## src/rtl/split_timer_pkg.sv

```systemverilog
// Shared encodings for the split timer: mode codes, register word indices
// and control-word bit positions. Assumes 32-bit word-aligned registers.
package split_timer_pkg;

    typedef enum logic [2:0] {
        MD_ONCE  = 3'd0,
        MD_CONT  = 3'd1,
        MD_EVCNT = 3'd2,
        MD_PWM   = 3'd3,
        MD_CAPT  = 3'd4,
        MD_CMP   = 3'd5,
        MD_GATE  = 3'd6,
        MD_MEAS  = 3'd7
    } tmr_mode_e;

    // Word index = byte offset / 4
    localparam int RG_CTRL   = 0;
    localparam int RG_CNT    = 1;
    localparam int RG_TERM   = 2;
    localparam int RG_CAP    = 3;
    localparam int RG_HCNT0  = 4;
    localparam int RG_HTERM0 = 5;
    localparam int RG_FLAG   = 8;
    localparam int RG_IEN    = 9;

    localparam int B_DUAL = 3;
    localparam int B_PSC  = 4;
    localparam int B_POL  = 8;
    localparam int B_EN   = 12;

endpackage

```

## src/rtl/tmr_prescaler.sv

```systemverilog
// Power-of-two tick generator. Assumes code values above PSC_MAX mean
// PSC_MAX. The counter is held at zero while run is low, so the first
// tick arrives 2^code clocks after run rises.
module tmr_prescaler #(
    parameter int PSC_MAX = 12,
    parameter int CODE_W  = 4
) (
    input  logic              clk,
    input  logic              rst_n,
    input  logic              run,
    input  logic [CODE_W-1:0] code,
    output logic              tick
);
    localparam int PC_W = PSC_MAX;

    logic [PC_W-1:0]   pcnt;
    logic [PC_W-1:0]   mask;
    logic [CODE_W-1:0] eff;

    // Clamp the code and form the low-bit mask that marks a tick
    always_comb begin
        eff  = (code > CODE_W'(PSC_MAX)) ? CODE_W'(PSC_MAX) : code;
        mask = (PC_W'(1) << eff) - PC_W'(1);
        tick = run && ((pcnt & mask) == mask);
    end

    // Free-running divider counter, cleared while idle
    always_ff @(posedge clk) begin
        if (!rst_n || !run) pcnt <= '0;
        else                pcnt <= pcnt + PC_W'(1);
    end
endmodule

```

## src/rtl/tmr_core32.sv

```systemverilog
// Wide counter with eight modes. Assumes the input level and edge strobes
// come already synchronized, and that a software load wins over hardware
// updates of the same register. Reports flag sets and one-shot stops upward.
module tmr_core32 import split_timer_pkg::*; #(
    parameter int W = 32
) (
    input  logic         clk,
    input  logic         rst_n,
    input  logic         run,
    input  tmr_mode_e    mode,
    input  logic         pol,
    input  logic         tick,
    input  logic         lvl,
    input  logic         redge,
    input  logic         fedge,
    input  logic [W-1:0] term,
    input  logic         ld_cnt,
    input  logic         ld_cap,
    input  logic [W-1:0] ld_val,
    output logic [W-1:0] cnt,
    output logic [W-1:0] cap,
    output logic         tout,
    output logic         flag_set,
    output logic         stop_req
);
    logic aedge, alvl, adv, hit, cmp_hit, meas, capt;

    // Decide whether this cycle advances the count and which events fire
    always_comb begin
        aedge = pol ? fedge : redge;
        alvl  = lvl ^ pol;
        case (mode)
            MD_EVCNT: adv = run && aedge;
            MD_GATE:  adv = run && tick && alvl;
            default:  adv = run && tick;
        endcase
        hit      = adv && (cnt == term);
        cmp_hit  = adv && (mode == MD_PWM) && (cnt == cap);
        meas     = run && (mode == MD_MEAS) && (redge || fedge);
        capt     = run && (mode == MD_CAPT) && aedge;
        flag_set = hit || meas || capt;
        stop_req = hit && (mode == MD_ONCE);
    end

    // Count, capture and output-state registers
    always_ff @(posedge clk) begin
        if (!rst_n) begin
            cnt  <= '0;
            cap  <= '0;
            tout <= 1'b0;
        end else begin
            if (ld_cnt)    cnt <= ld_val;
            else if (meas) cnt <= W'(1);
            else if (adv)  cnt <= (hit && mode != MD_CMP) ? W'(1) : cnt + W'(1);
            if (ld_cap)              cap <= ld_val;
            else if (meas || capt)   cap <= cnt;
            if (hit || cmp_hit) tout <= ~tout;
        end
    end
endmodule

```

## src/rtl/tmr_half16.sv

```systemverilog
// One half-width counter used in split operation. Assumes run already
// includes the split select. cont=0 is one-shot, cont=1 continuous.
module tmr_half16 #(
    parameter int W = 16
) (
    input  logic         clk,
    input  logic         rst_n,
    input  logic         run,
    input  logic         cont,
    input  logic         tick,
    input  logic [W-1:0] term,
    input  logic         ld,
    input  logic [W-1:0] ld_val,
    output logic [W-1:0] cnt,
    output logic         hit,
    output logic         stop
);
    // Terminal detection on an advancing tick
    always_comb begin
        hit  = run && tick && (cnt == term);
        stop = hit && !cont;
    end

    // Count register with software load priority
    always_ff @(posedge clk) begin
        if (!rst_n)             cnt <= '0;
        else if (ld)            cnt <= ld_val;
        else if (run && tick)   cnt <= hit ? W'(1) : cnt + W'(1);
    end
endmodule

```

## src/rtl/split_timer.sv

```systemverilog
// Register file, input synchronizer and interrupt logic of the split timer.
// Assumes a single clock for bus and prescaler input, word-aligned access,
// and CNT_W no wider than the 32-bit data bus.
module split_timer import split_timer_pkg::*; #(
    parameter int CNT_W   = 32,
    parameter int ADDR_W  = 6,
    parameter int PSC_MAX = 12
) (
    input  logic              clk,
    input  logic              rst_n,
    input  logic              bus_wr,
    input  logic [ADDR_W-1:0] bus_addr,
    input  logic [31:0]       bus_wdata,
    output logic [31:0]       bus_rdata,
    input  logic              tmr_in,
    output logic              tmr_out,
    output logic              irq
);
    localparam int BUS_W  = 32;
    localparam int HALF_W = CNT_W / 2;
    localparam int IDX_W  = ADDR_W - 2;
    localparam int NHALF  = 2;

    logic [2:0]        mode_q;
    logic              dual_q, pol_q;
    logic [3:0]        psc_q;
    logic [NHALF-1:0]  en_q, flag_q, ien_q;
    logic [CNT_W-1:0]  term32, cnt32, cap32;
    logic [HALF_W-1:0] hterm [NHALF];
    logic [HALF_W-1:0] hcnt  [NHALF];
    logic [NHALF-1:0]  hhit, hstop, wr_hcnt, wr_hterm, set, stop;
    logic [2:0]        sync;
    logic [IDX_W-1:0]  idx;
    logic              aligned, any_en, tick, run32, set32, stop32, tout;
    logic              w_ctrl, w_cnt, w_term, w_cap, w_flag, w_ien;

    // Address decode into per-register write strobes
    always_comb begin
        idx     = bus_addr[ADDR_W-1:2];
        aligned = (bus_addr[1:0] == 2'b00);
        w_ctrl  = bus_wr && aligned && (idx == IDX_W'(RG_CTRL));
        w_cnt   = bus_wr && aligned && (idx == IDX_W'(RG_CNT));
        w_term  = bus_wr && aligned && (idx == IDX_W'(RG_TERM));
        w_cap   = bus_wr && aligned && (idx == IDX_W'(RG_CAP));
        w_flag  = bus_wr && aligned && (idx == IDX_W'(RG_FLAG));
        w_ien   = bus_wr && aligned && (idx == IDX_W'(RG_IEN));
        for (int i = 0; i < NHALF; i++) begin
            wr_hcnt[i]  = bus_wr && aligned && (idx == IDX_W'(RG_HCNT0 + 2 * i));
            wr_hterm[i] = bus_wr && aligned && (idx == IDX_W'(RG_HTERM0 + 2 * i));
        end
    end

    // Shared status: enable summary, wide-counter run, event merging
    always_comb begin
        any_en = |en_q;
        run32  = !dual_q && en_q[0];
        set    = {hhit[1], hhit[0] | set32};
        stop   = {hstop[1], hstop[0] | stop32};
    end

    tmr_prescaler #(.PSC_MAX(PSC_MAX), .CODE_W(4)) u_psc (
        .clk(clk), .rst_n(rst_n), .run(any_en), .code(psc_q), .tick(tick)
    );

    tmr_core32 #(.W(CNT_W)) u_core (
        .clk(clk), .rst_n(rst_n), .run(run32), .mode(tmr_mode_e'(mode_q)),
        .pol(pol_q), .tick(tick), .lvl(sync[1]),
        .redge(sync[1] & ~sync[2]), .fedge(~sync[1] & sync[2]),
        .term(term32), .ld_cnt(w_cnt), .ld_cap(w_cap),
        .ld_val(bus_wdata[CNT_W-1:0]), .cnt(cnt32), .cap(cap32),
        .tout(tout), .flag_set(set32), .stop_req(stop32)
    );

    for (genvar i = 0; i < NHALF; i++) begin : g_half
        tmr_half16 #(.W(HALF_W)) u_half (
            .clk(clk), .rst_n(rst_n), .run(dual_q & en_q[i]), .cont(mode_q[i]),
            .tick(tick), .term(hterm[i]), .ld(wr_hcnt[i]),
            .ld_val(bus_wdata[HALF_W-1:0]), .cnt(hcnt[i]),
            .hit(hhit[i]), .stop(hstop[i])
        );
    end

    // Control, terminal, flag, enable and synchronizer registers
    always_ff @(posedge clk) begin
        if (!rst_n) begin
            mode_q <= '0; dual_q <= 1'b0; psc_q <= '0; pol_q <= 1'b0;
            en_q   <= '0; flag_q <= '0;   ien_q <= '0; term32 <= '0;
            sync   <= '0;
            for (int i = 0; i < NHALF; i++) hterm[i] <= '0;
        end else begin
            en_q <= en_q & ~stop;
            if (w_ctrl) begin
                mode_q <= bus_wdata[2:0];
                psc_q  <= bus_wdata[B_PSC +: 4];
                pol_q  <= bus_wdata[B_POL];
                en_q   <= bus_wdata[B_EN +: NHALF];
                if (!any_en) dual_q <= bus_wdata[B_DUAL];
            end
            if (w_term) term32 <= bus_wdata[CNT_W-1:0];
            for (int i = 0; i < NHALF; i++)
                if (wr_hterm[i]) hterm[i] <= bus_wdata[HALF_W-1:0];
            if (w_ien) ien_q <= bus_wdata[NHALF-1:0];
            flag_q <= (flag_q & ~(w_flag ? bus_wdata[NHALF-1:0] : '0)) | set;
            sync   <= {sync[1:0], tmr_in};
        end
    end

    // Read mux and output pins
    always_comb begin
        bus_rdata = '0;
        if (aligned) begin
            case (idx)
                IDX_W'(RG_CTRL):       bus_rdata = {18'b0, en_q, 3'b0, pol_q, psc_q, dual_q, mode_q};
                IDX_W'(RG_CNT):        bus_rdata = BUS_W'(cnt32);
                IDX_W'(RG_TERM):       bus_rdata = BUS_W'(term32);
                IDX_W'(RG_CAP):        bus_rdata = BUS_W'(cap32);
                IDX_W'(RG_HCNT0):      bus_rdata = BUS_W'(hcnt[0]);
                IDX_W'(RG_HTERM0):     bus_rdata = BUS_W'(hterm[0]);
                IDX_W'(RG_HCNT0 + 2):  bus_rdata = BUS_W'(hcnt[1]);
                IDX_W'(RG_HTERM0 + 2): bus_rdata = BUS_W'(hterm[1]);
                IDX_W'(RG_FLAG):       bus_rdata = BUS_W'(flag_q);
                IDX_W'(RG_IEN):        bus_rdata = BUS_W'(ien_q);
                default:               bus_rdata = '0;
            endcase
        end
        irq     = |(flag_q & ien_q);
        tmr_out = tout ^ pol_q;
    end
endmodule

```

## config.mk

```make
export PLATFORM = sky130hd
export DESIGN_NAME = split_timer
export DESIGN_NICKNAME = d
export VERILOG_FILES = /design/src/rtl/split_timer_pkg.sv /design/src/rtl/tmr_prescaler.sv /design/src/rtl/tmr_core32.sv /design/src/rtl/tmr_half16.sv /design/src/rtl/split_timer.sv
export SDC_FILE = /design/constraint.sdc
export NUM_CORES = 1
export LEC_CHECK = 0
export BUFFER_PORTS_ARGS = -buffer_cell sky130_fd_sc_hd__buf_2
export CAP_MARGIN = 20
export CORE_ASPECT_RATIO = 0.7
export CORE_MARGIN = 10
export CORE_UTILIZATION = 25
export DETAILED_ROUTE_END_ITERATION = 8
export PLACE_DENSITY_LB_ADDON = 0.08
export SETUP_SLACK_MARGIN = 0.02
export SYNTH_ARGS = -nofsm -noshare
export SYNTH_HDL_FRONTEND = slang
export SYNTH_HIERARCHICAL = 1
export SYNTH_SLANG_ARGS = --single-unit
```

## constraint.sdc

```tcl
create_clock -name clk -period 5.8 [get_ports clk]
set_clock_uncertainty 0.15 [all_clocks]
set_input_delay 0.58 -clock clk [delete_from_list [all_inputs] [get_ports clk]]
set_output_delay 0.58 -clock clk [all_outputs]
set_load 0.01 [all_outputs]
```

==> flow_summary.yaml, run 1 <==
synthesis:
  synth_cells: 1485
  ys_async_sr_fraction: 0
  yosysWarnings: 6
  synth-edff-count: 32
  syn_nets: 1532
  synthesis.area_mm2: 0.0125
  ys_seq_elements: 191
  avgSynthCellArea_um2: 8.45
  synthFlopType: "dfxtp_1"
  netlist-cell-type-count: 91
  ys_seq_area_frac: 0.330
setup_path:
  path_cells: "nor2_1, nand2_1, ha_1, nor4bb_1, a31o_1, a221o_1, nor4_1, buf_2, nand2_1, o22ai_1, or3_1, buf_4, a21oi_1, a2111oi_0"
  regToRegStartpoint: "psc_q[2]$_SDFFE_PN0P_"
  crit_arrival_ps: 4500
  crit_buf_inv: 2
  r2r_setup_slack_ps: 1490
  path_common_cell: "nand2_1"
  r2r_cells: 14
  required_ps: 5990
  startpoint_type: "register"
  r2r_end: "u_core/cnt[22]$_SDFFE_PN0P_"
  cpPeakStageDelay_ps: 580
  cp-startpoint: "psc_q[2]$_SDFFE_PN0P_"
  critical_path_class: "reg2reg"
  endpoint_kind: "register"
  crit_fanout: 12
  critPathTopFamily: "compound AO/OA/AOI/OAI gates"
  cp_slowest_cell: "dfxtp_1"
worst_hold_path:
  hp-class: "in2reg"
  min_path_cells: 2
  holdPathEnd: "sync[0]$_SDFF_PN0_"
  min_from: "tmr_in"
timing:
  fin_ws_ps: 1490
  slew_viol_final: 0
  rsz0062_at_grt: "false"
  final-setup-viol-count: 0
  max_slew_margin: 0.296
  period_needed_ps: 4310
  finalSetupTns_ps: 0
  period_share: 0.743
  max_freq_ghz: 0.232
  fin_hold_ws_ps: 170
  final-hold-violation-count: 0
  worstMarginPinSlew_ps: 1050
cells_and_area:
  final_layout_size_suffix_gt1_frac: 0.148
  n_fill_cell: 5305
  stdcell_area_mm2: 0.0140
  area_growth_pct: 11.3
  finalNetCount: 1537
clock_network:
  h-tree-depth: 4
  clock_sinks: 191
  insertion_delay_ps: 480
  cts_buffers: 17
  post_cts_buffers: 0
  cts_hold_buffers: 0
  cts_resized: 0
  ctsLongestPathBuffers: 2
  clk_pin_slew_worst_paths_ps: 70
  cts_tree: "yes"
  cts_root_buffer: "clkbuf_16"
global_routing:
  overflow: 0
  grt_pass1_wl_um: 79300
  track_usage: 0.179
  antenna_found_initial: 3
  grt_max_degree: 61
  grt_pass1_vias: 10804
pwr:
  ir_worst_vdd_mv: 0.129
  leakage_nw: 5.36
  power.density_mw_per_mm2: 208
route:
  wl_per_cell_um: 25.1
  ant_nets: 0
  drt-initial-drc-count: 1180
  routed_via_density: 5.29
  drt_pass1_iterations: 5
  vias: 11489
  drt_drc_violations_left: 0
  wirelength_um: 54400
die:
  initial_core_util: 0.254
  die_x_um: 288
  pin_count: 76
  die_h_um: 207
  coreArea_mm2: 0.0494
  die-area_mm2: 0.0597
  rows: 68
placed_design:
  dpl-instance-area_mm2: 0.0134
  place.gp.congestion: 0.889
  port_buffers: 75
  dp_hpwl_um: 39700
  place_ws_ps: 992
job:
  drv_cap: 0
run_status:
  outcome: "finished, final reports clean"
## cell usage after synthesis, types with 13 or more instances
cell type,instances,share of area
nor3_1,29,0.012
nor2b_1,22,0.011
nand3_1,52,0.021
dfxtp_1,159,0.25
and3_1,43,0.021
xnor2_1,21,0.015
a22oi_1,24,0.014
mux2_2,42,0.038
nor4_1,36,0.018
a21boi_1,30,0.018
nor2_1,85,0.025
inv_1,24,0.0072
mux2i_1,62,0.049
buf_2,30,0.012
o22ai_1,18,0.0090
edfxtp_1,32,0.077
and2_1,41,0.020
xor2_1,111,0.078
buf_4,13,0.0078
clkbuf_1,54,0.016
o21ai_0,48,0.019
nand2_1,190,0.057
a21oi_1,80,0.032
nand4_1,24,0.012
## cell usage in the layout (no fill, tap or decap), types with 6 or more instances in the layout
master / n
o211ai_1: 6
clkinv_2: 7
a21boi_1: 30
edfxtp_1: 32
or4_1: 10
a211oi_1: 10
buf_4: 27
nor2b_1: 22
buf_2: 75
nand2_1: 190
xnor2_1: 21
a21oi_1: 80
a22o_1: 9
nand4_1: 24
nor4_1: 35
mux4_2: 7
mux2_2: 42
nor3_1: 28
a22oi_1: 24
inv_1: 24
nand3b_1: 6
and3_1: 43
clkbuf_16: 17
xor2_1: 111
dfxtp_1: 159
a31oi_1: 11
or2_2: 6
a2111oi_0: 7
o221ai_1: 8
nand2b_1: 7
mux2i_1: 62
and2_1: 41
o21ai_0: 46
nand3_1: 52
o22ai_1: 18
nor2_1: 83
## how the worst max path moves through the flow
stage | slack (ps) | end | depth (start not counted)
3_5_place_dp | 990 | u_core/cnt[9]$_SDFFE_PN0P_ | 15
2_1_floorplan | 2020 | en_q[0]$_SDFF_PN0_ | 15
3_3_place_gp | 1100 | u_core/cnt[16]$_SDFFE_PN0P_ | 15
6_report | 1490 | u_core/cnt[22]$_SDFFE_PN0P_ | 14
5_1_grt | 1140 | u_core/cnt[9]$_SDFFE_PN0P_ | 16
4_1_cts | 960 | u_core/cnt[9]$_SDFFE_PN0P_ | 15
## report_power, final
group	total, mW	switching [mW]	internal (mW)
Combinational	0.250	0.172	0.0785
Clock	1.24	0.598	0.647
Sequential	1.41	0.0376	1.37
## cell families (layout without fill, tap and decap cells)
| family | count (synthesis) | after routing | synth area share |
|---|---|---|---|
| fa+ha+maj | 5 | 5 | 0.00499 |
| simple gates | 589 | 589 | 0.245 |
| flops | 191 | 191 | 0.330 |
| buf+inv | 142 | 160 | 0.0568 |
| other cells | 0 | 2 | 0 |
| compound gates | 313 | 313 | 0.168 |
| mux | 111 | 111 | 0.0998 |
| xor+xnor | 134 | 134 | 0.0948 |
## worst register-to-register path, stage by stage (launching register included)
cell	delay, ps
dfxtp_1	580
nor2_1	130
nand2_1	110
ha_1	270
nor4bb_1	80
a31o_1	210
a221o_1	310
nor4_1	260
buf_2	220
nand2_1	70
o22ai_1	490
or3_1	510
buf_4	310
a21oi_1	90
a2111oi_0	400
## layer usage
layer,vias up,GRT usage,wire (um)
li1,5384,-,-
met3,33,0.0433,3520
met2,351,0.245,22000
met1,5721,0.276,28300
met4,0,0.0306,507
met5,-,0,0
## registers in the layout, summed over array words and instances (netlist names)
register	cells
g_half.u_half/cnt	32
hterm	32
term32	32
u_core/cap	32
u_core/cnt	32
u_psc/pcnt	12
psc_q	4
mode_q	3
sync	3
en_q	2
flag_q	2
ien_q	2
dual_q	1
pol_q	1
u_core/tout	1
## area by class of cell
| class | instances | area (um2) | area share |
|---|---|---|---|
| clock buffer | 20 | 450 | 0.0323 |
| sequential | 191 | 4140 | 0.297 |
| clock inverter | 12 | 119 | 0.00851 |
| multi-input combinational | 1152 | 7730 | 0.554 |
| antenna | 2 | 5.00 | 0.000358 |
| tap | 665 | 832 | 0.0596 |
| inverter | 25 | 93.8 | 0.00672 |
| timing repair buffer | 103 | 589 | 0.0422 |
## stage by stage
stage	instances	power, mW	util
2_1_floorplan	1485	1.56	-
3_3_place_gp	2134	1.69	0.270
3_5_place_dp	2135	1.69	0.271
4_1_cts	2167	2.94	0.282
5_1_grt	2168	3.00	0.282
6_report	2170	2.90	0.282
(Power assumes the default switching activity.)
==> inputs of run 2 (changes only) <==
==> constraint.sdc (replaced) <==
create_clock -name clk -period 4.5 [get_ports clk]
set_clock_uncertainty 0.15 [all_clocks]
set_input_delay 0.45 -clock clk [delete_from_list [all_inputs] [get_ports clk]]
set_output_delay 0.45 -clock clk [all_outputs]
set_load 0.01 [all_outputs]
==> flow_summary.yaml, run 2 (synthesis results as in run 1) <==
run_status:
  outcome: "finished, final reports clean"
clock_network:
  cts_tree: "yes"
  insertion_delay_ps: 470
  cts_buffers: 17
  ctsLongestPathBuffers: 2
  cts_hold_buffers: 0
  clock_sinks: 191
  post_cts_buffers: 0
  cts_root_buffer: "clkbuf_16"
  h-tree-depth: 4
  clk_pin_slew_worst_paths_ps: 80
  cts_resized: 0
global_routing:
  track_usage: 0.181
  grt_max_degree: 48
  antenna_found_initial: 4
  grt_pass1_wl_um: 80400
  overflow: 0
  grt_pass1_vias: 10974
setup_path:
  r2r_setup_slack_ps: 470
  endpoint_kind: "register"
  r2r_end: "u_core/cnt[15]$_SDFFE_PN0P_"
  startpoint_type: "register"
  crit_buf_inv: 3
  crit_fanout: 10
  critical_path_class: "reg2reg"
  crit_arrival_ps: 4230
  path_cells: "nor2_1, nand2_1, ha_1, nor4bb_1, a31o_1, a221o_1, nor4_1, buf_4, nand2_1, o22ai_1, buf_4, or3_1, buf_4, nand2_1, nor3b_1, a211oi_1"
  regToRegStartpoint: "psc_q[0]$_SDFFE_PN0P_"
  required_ps: 4700
  cp_slowest_cell: "dfxtp_1"
  cpPeakStageDelay_ps: 560
  r2r_cells: 16
  critPathTopFamily: "simple AND/OR/NAND/NOR gates"
worst_hold_path:
  min_path_cells: 2
  hp-class: "in2reg"
  min_from: "tmr_in"
  holdPathEnd: "sync[0]$_SDFF_PN0_"
pwr:
  power.density_mw_per_mm2: 269
  leakage_nw: 5.46
  internal_power_mw: 2.78
  switching_share: 0.271
  pwr-share-seq: 0.476
  clockPowerShare: 0.436
  switchingPower_mw: 1.03
  power_frac_comb: 0.088
  ir_worst_vdd_mv: 0.156
  power_mw: 3.81
die:
  initial_core_util: 0.254
  coreArea_mm2: 0.0494
  die_x_um: 288
  rows: 68
  die_h_um: 207
  pin_count: 76
  die-area_mm2: 0.0597
timing:
  worstMarginPinSlew_ps: 924
  fin_hold_ws_ps: 36.2
  max_slew_margin: 0.383
  final-hold-violation-count: 0
  period_share: 0.895
  rsz0062_at_grt: "false"
  period_needed_ps: 4030
  slew_viol_final: 0
  fin_ws_ps: 474
  final-setup-viol-count: 0
  max_freq_ghz: 0.248
  finalSetupTns_ps: 0
cells_and_area:
  layout_common_cells: "nand2_1, dfxtp_1, xor2_1"
  diodes: 0
  final_util: 0.286
  n_fill_cell: 5269
  final_common_cell: "nand2_1"
  area_growth_pct: 12.8
  final_layout_size_suffix_gt1_frac: 0.157
  finalNetCount: 1552
route:
  drt_drc_violations_left: 0
  wirelength_um: 55200
  routed_via_density: 5.30
  drt_pass1_iterations: 5
  vias: 11575
  wl_per_cell_um: 25.3
  drt-initial-drc-count: 1143
  ant_nets: 0
job:
  drv_cap: 0
placed_design:
  dp_hpwl_um: 40800
  place.gp.congestion: 0.909
  port_buffers: 75
  place_ws_ps: 543
[run 2: cell types whose count changed in the layout (fill, tap and decap cells not counted)]
| cell | delta |
|---|---|
| clkinvlp_4 | +1 |
| buf_2 | -1 |
| clkbuf_8 | +4 |
| buf_12 | +2 |
| buf_4 | +14 |
| clkinv_2 | -5 |
| diode_2 | -2 |
| inv_4 | +1 |
| clkbuf_16 | +2 |
| clkinv_4 | -1 |
| clkbuf_4 | -1 |
| bufinv_16 | -1 |
[run 2: layer usage]
| layer | part of all wire | wire [um] | vias to the layer above | track usage |
|---|---|---|---|---|
| li1 | - | - | 5401 | - |
| met1 | 0.54 | 30000 | 5833 | 0.288 |
| met2 | 0.40 | 22300 | 311 | 0.249 |
| met3 | 0.043 | 2380 | 30 | 0.0234 |
| met4 | 0.0090 | 497 | 0 | 0.0345 |
| met5 | 0 | 0 | - | 0 |
[run 2: worst max path at each step]
stage	cells after the start	from	endpoint	slack [ps]
3_3_place_gp	17	psc_q[0]$_SDFFE_PN0P_	en_q[0]$_SDFF_PN0_	630
2_1_floorplan	15	psc_q[2]$_SDFFE_PN0P_	en_q[0]$_SDFF_PN0_	720
6_report	16	psc_q[0]$_SDFFE_PN0P_	u_core/cnt[15]$_SDFFE_PN0P_	470
5_1_grt	15	psc_q[0]$_SDFFE_PN0P_	u_core/cnt[16]$_SDFFE_PN0P_	150
4_1_cts	17	psc_q[0]$_SDFFE_PN0P_	en_q[0]$_SDFF_PN0_	510
3_5_place_dp	17	psc_q[0]$_SDFFE_PN0P_	en_q[0]$_SDFF_PN0_	540
[run 2: worst register-to-register path: cells and delay by family, from the launching register on]
kind | cells | cell delay (ps)
simple gates | 8 | 1540
compound gates | 4 | 750
fa+ha+maj | 1 | 280
buf+inv | 3 | 630
flops | 1 | 560
[run 2: metrics by stage]
stage / area [um2] / instances
global route: 14100 / 2183
CTS: 14100 / 2182
global placement: 13500 / 2150
finish: 14100 / 2183
detailed placement: 13500 / 2150
floorplan: 12500 / 1485
[run 2: cell type report]
cell class,count,area (um2),share of cell area
multi-input combinational,1152,7730,0.546
timing repair buffer,118,729,0.0516
inverter,25,93.8,0.00663
sequential,191,4140,0.293
clock inverter,7,68.8,0.00487
clock buffer,25,548,0.0387
tap,665,832,0.0588
[run 2: power by group through the flow]
stage | Sequential (mW) | Combinational (mW) | Clock, mW
2_1_floorplan | 1.83 | 0.190 | 0
3_3_place_gp | 1.85 | 0.332 | 0
3_5_place_dp | 1.85 | 0.329 | 0
4_1_cts | 1.81 | 0.330 | 1.71
5_1_grt | 1.82 | 0.356 | 1.77
6_report | 1.81 | 0.334 | 1.66
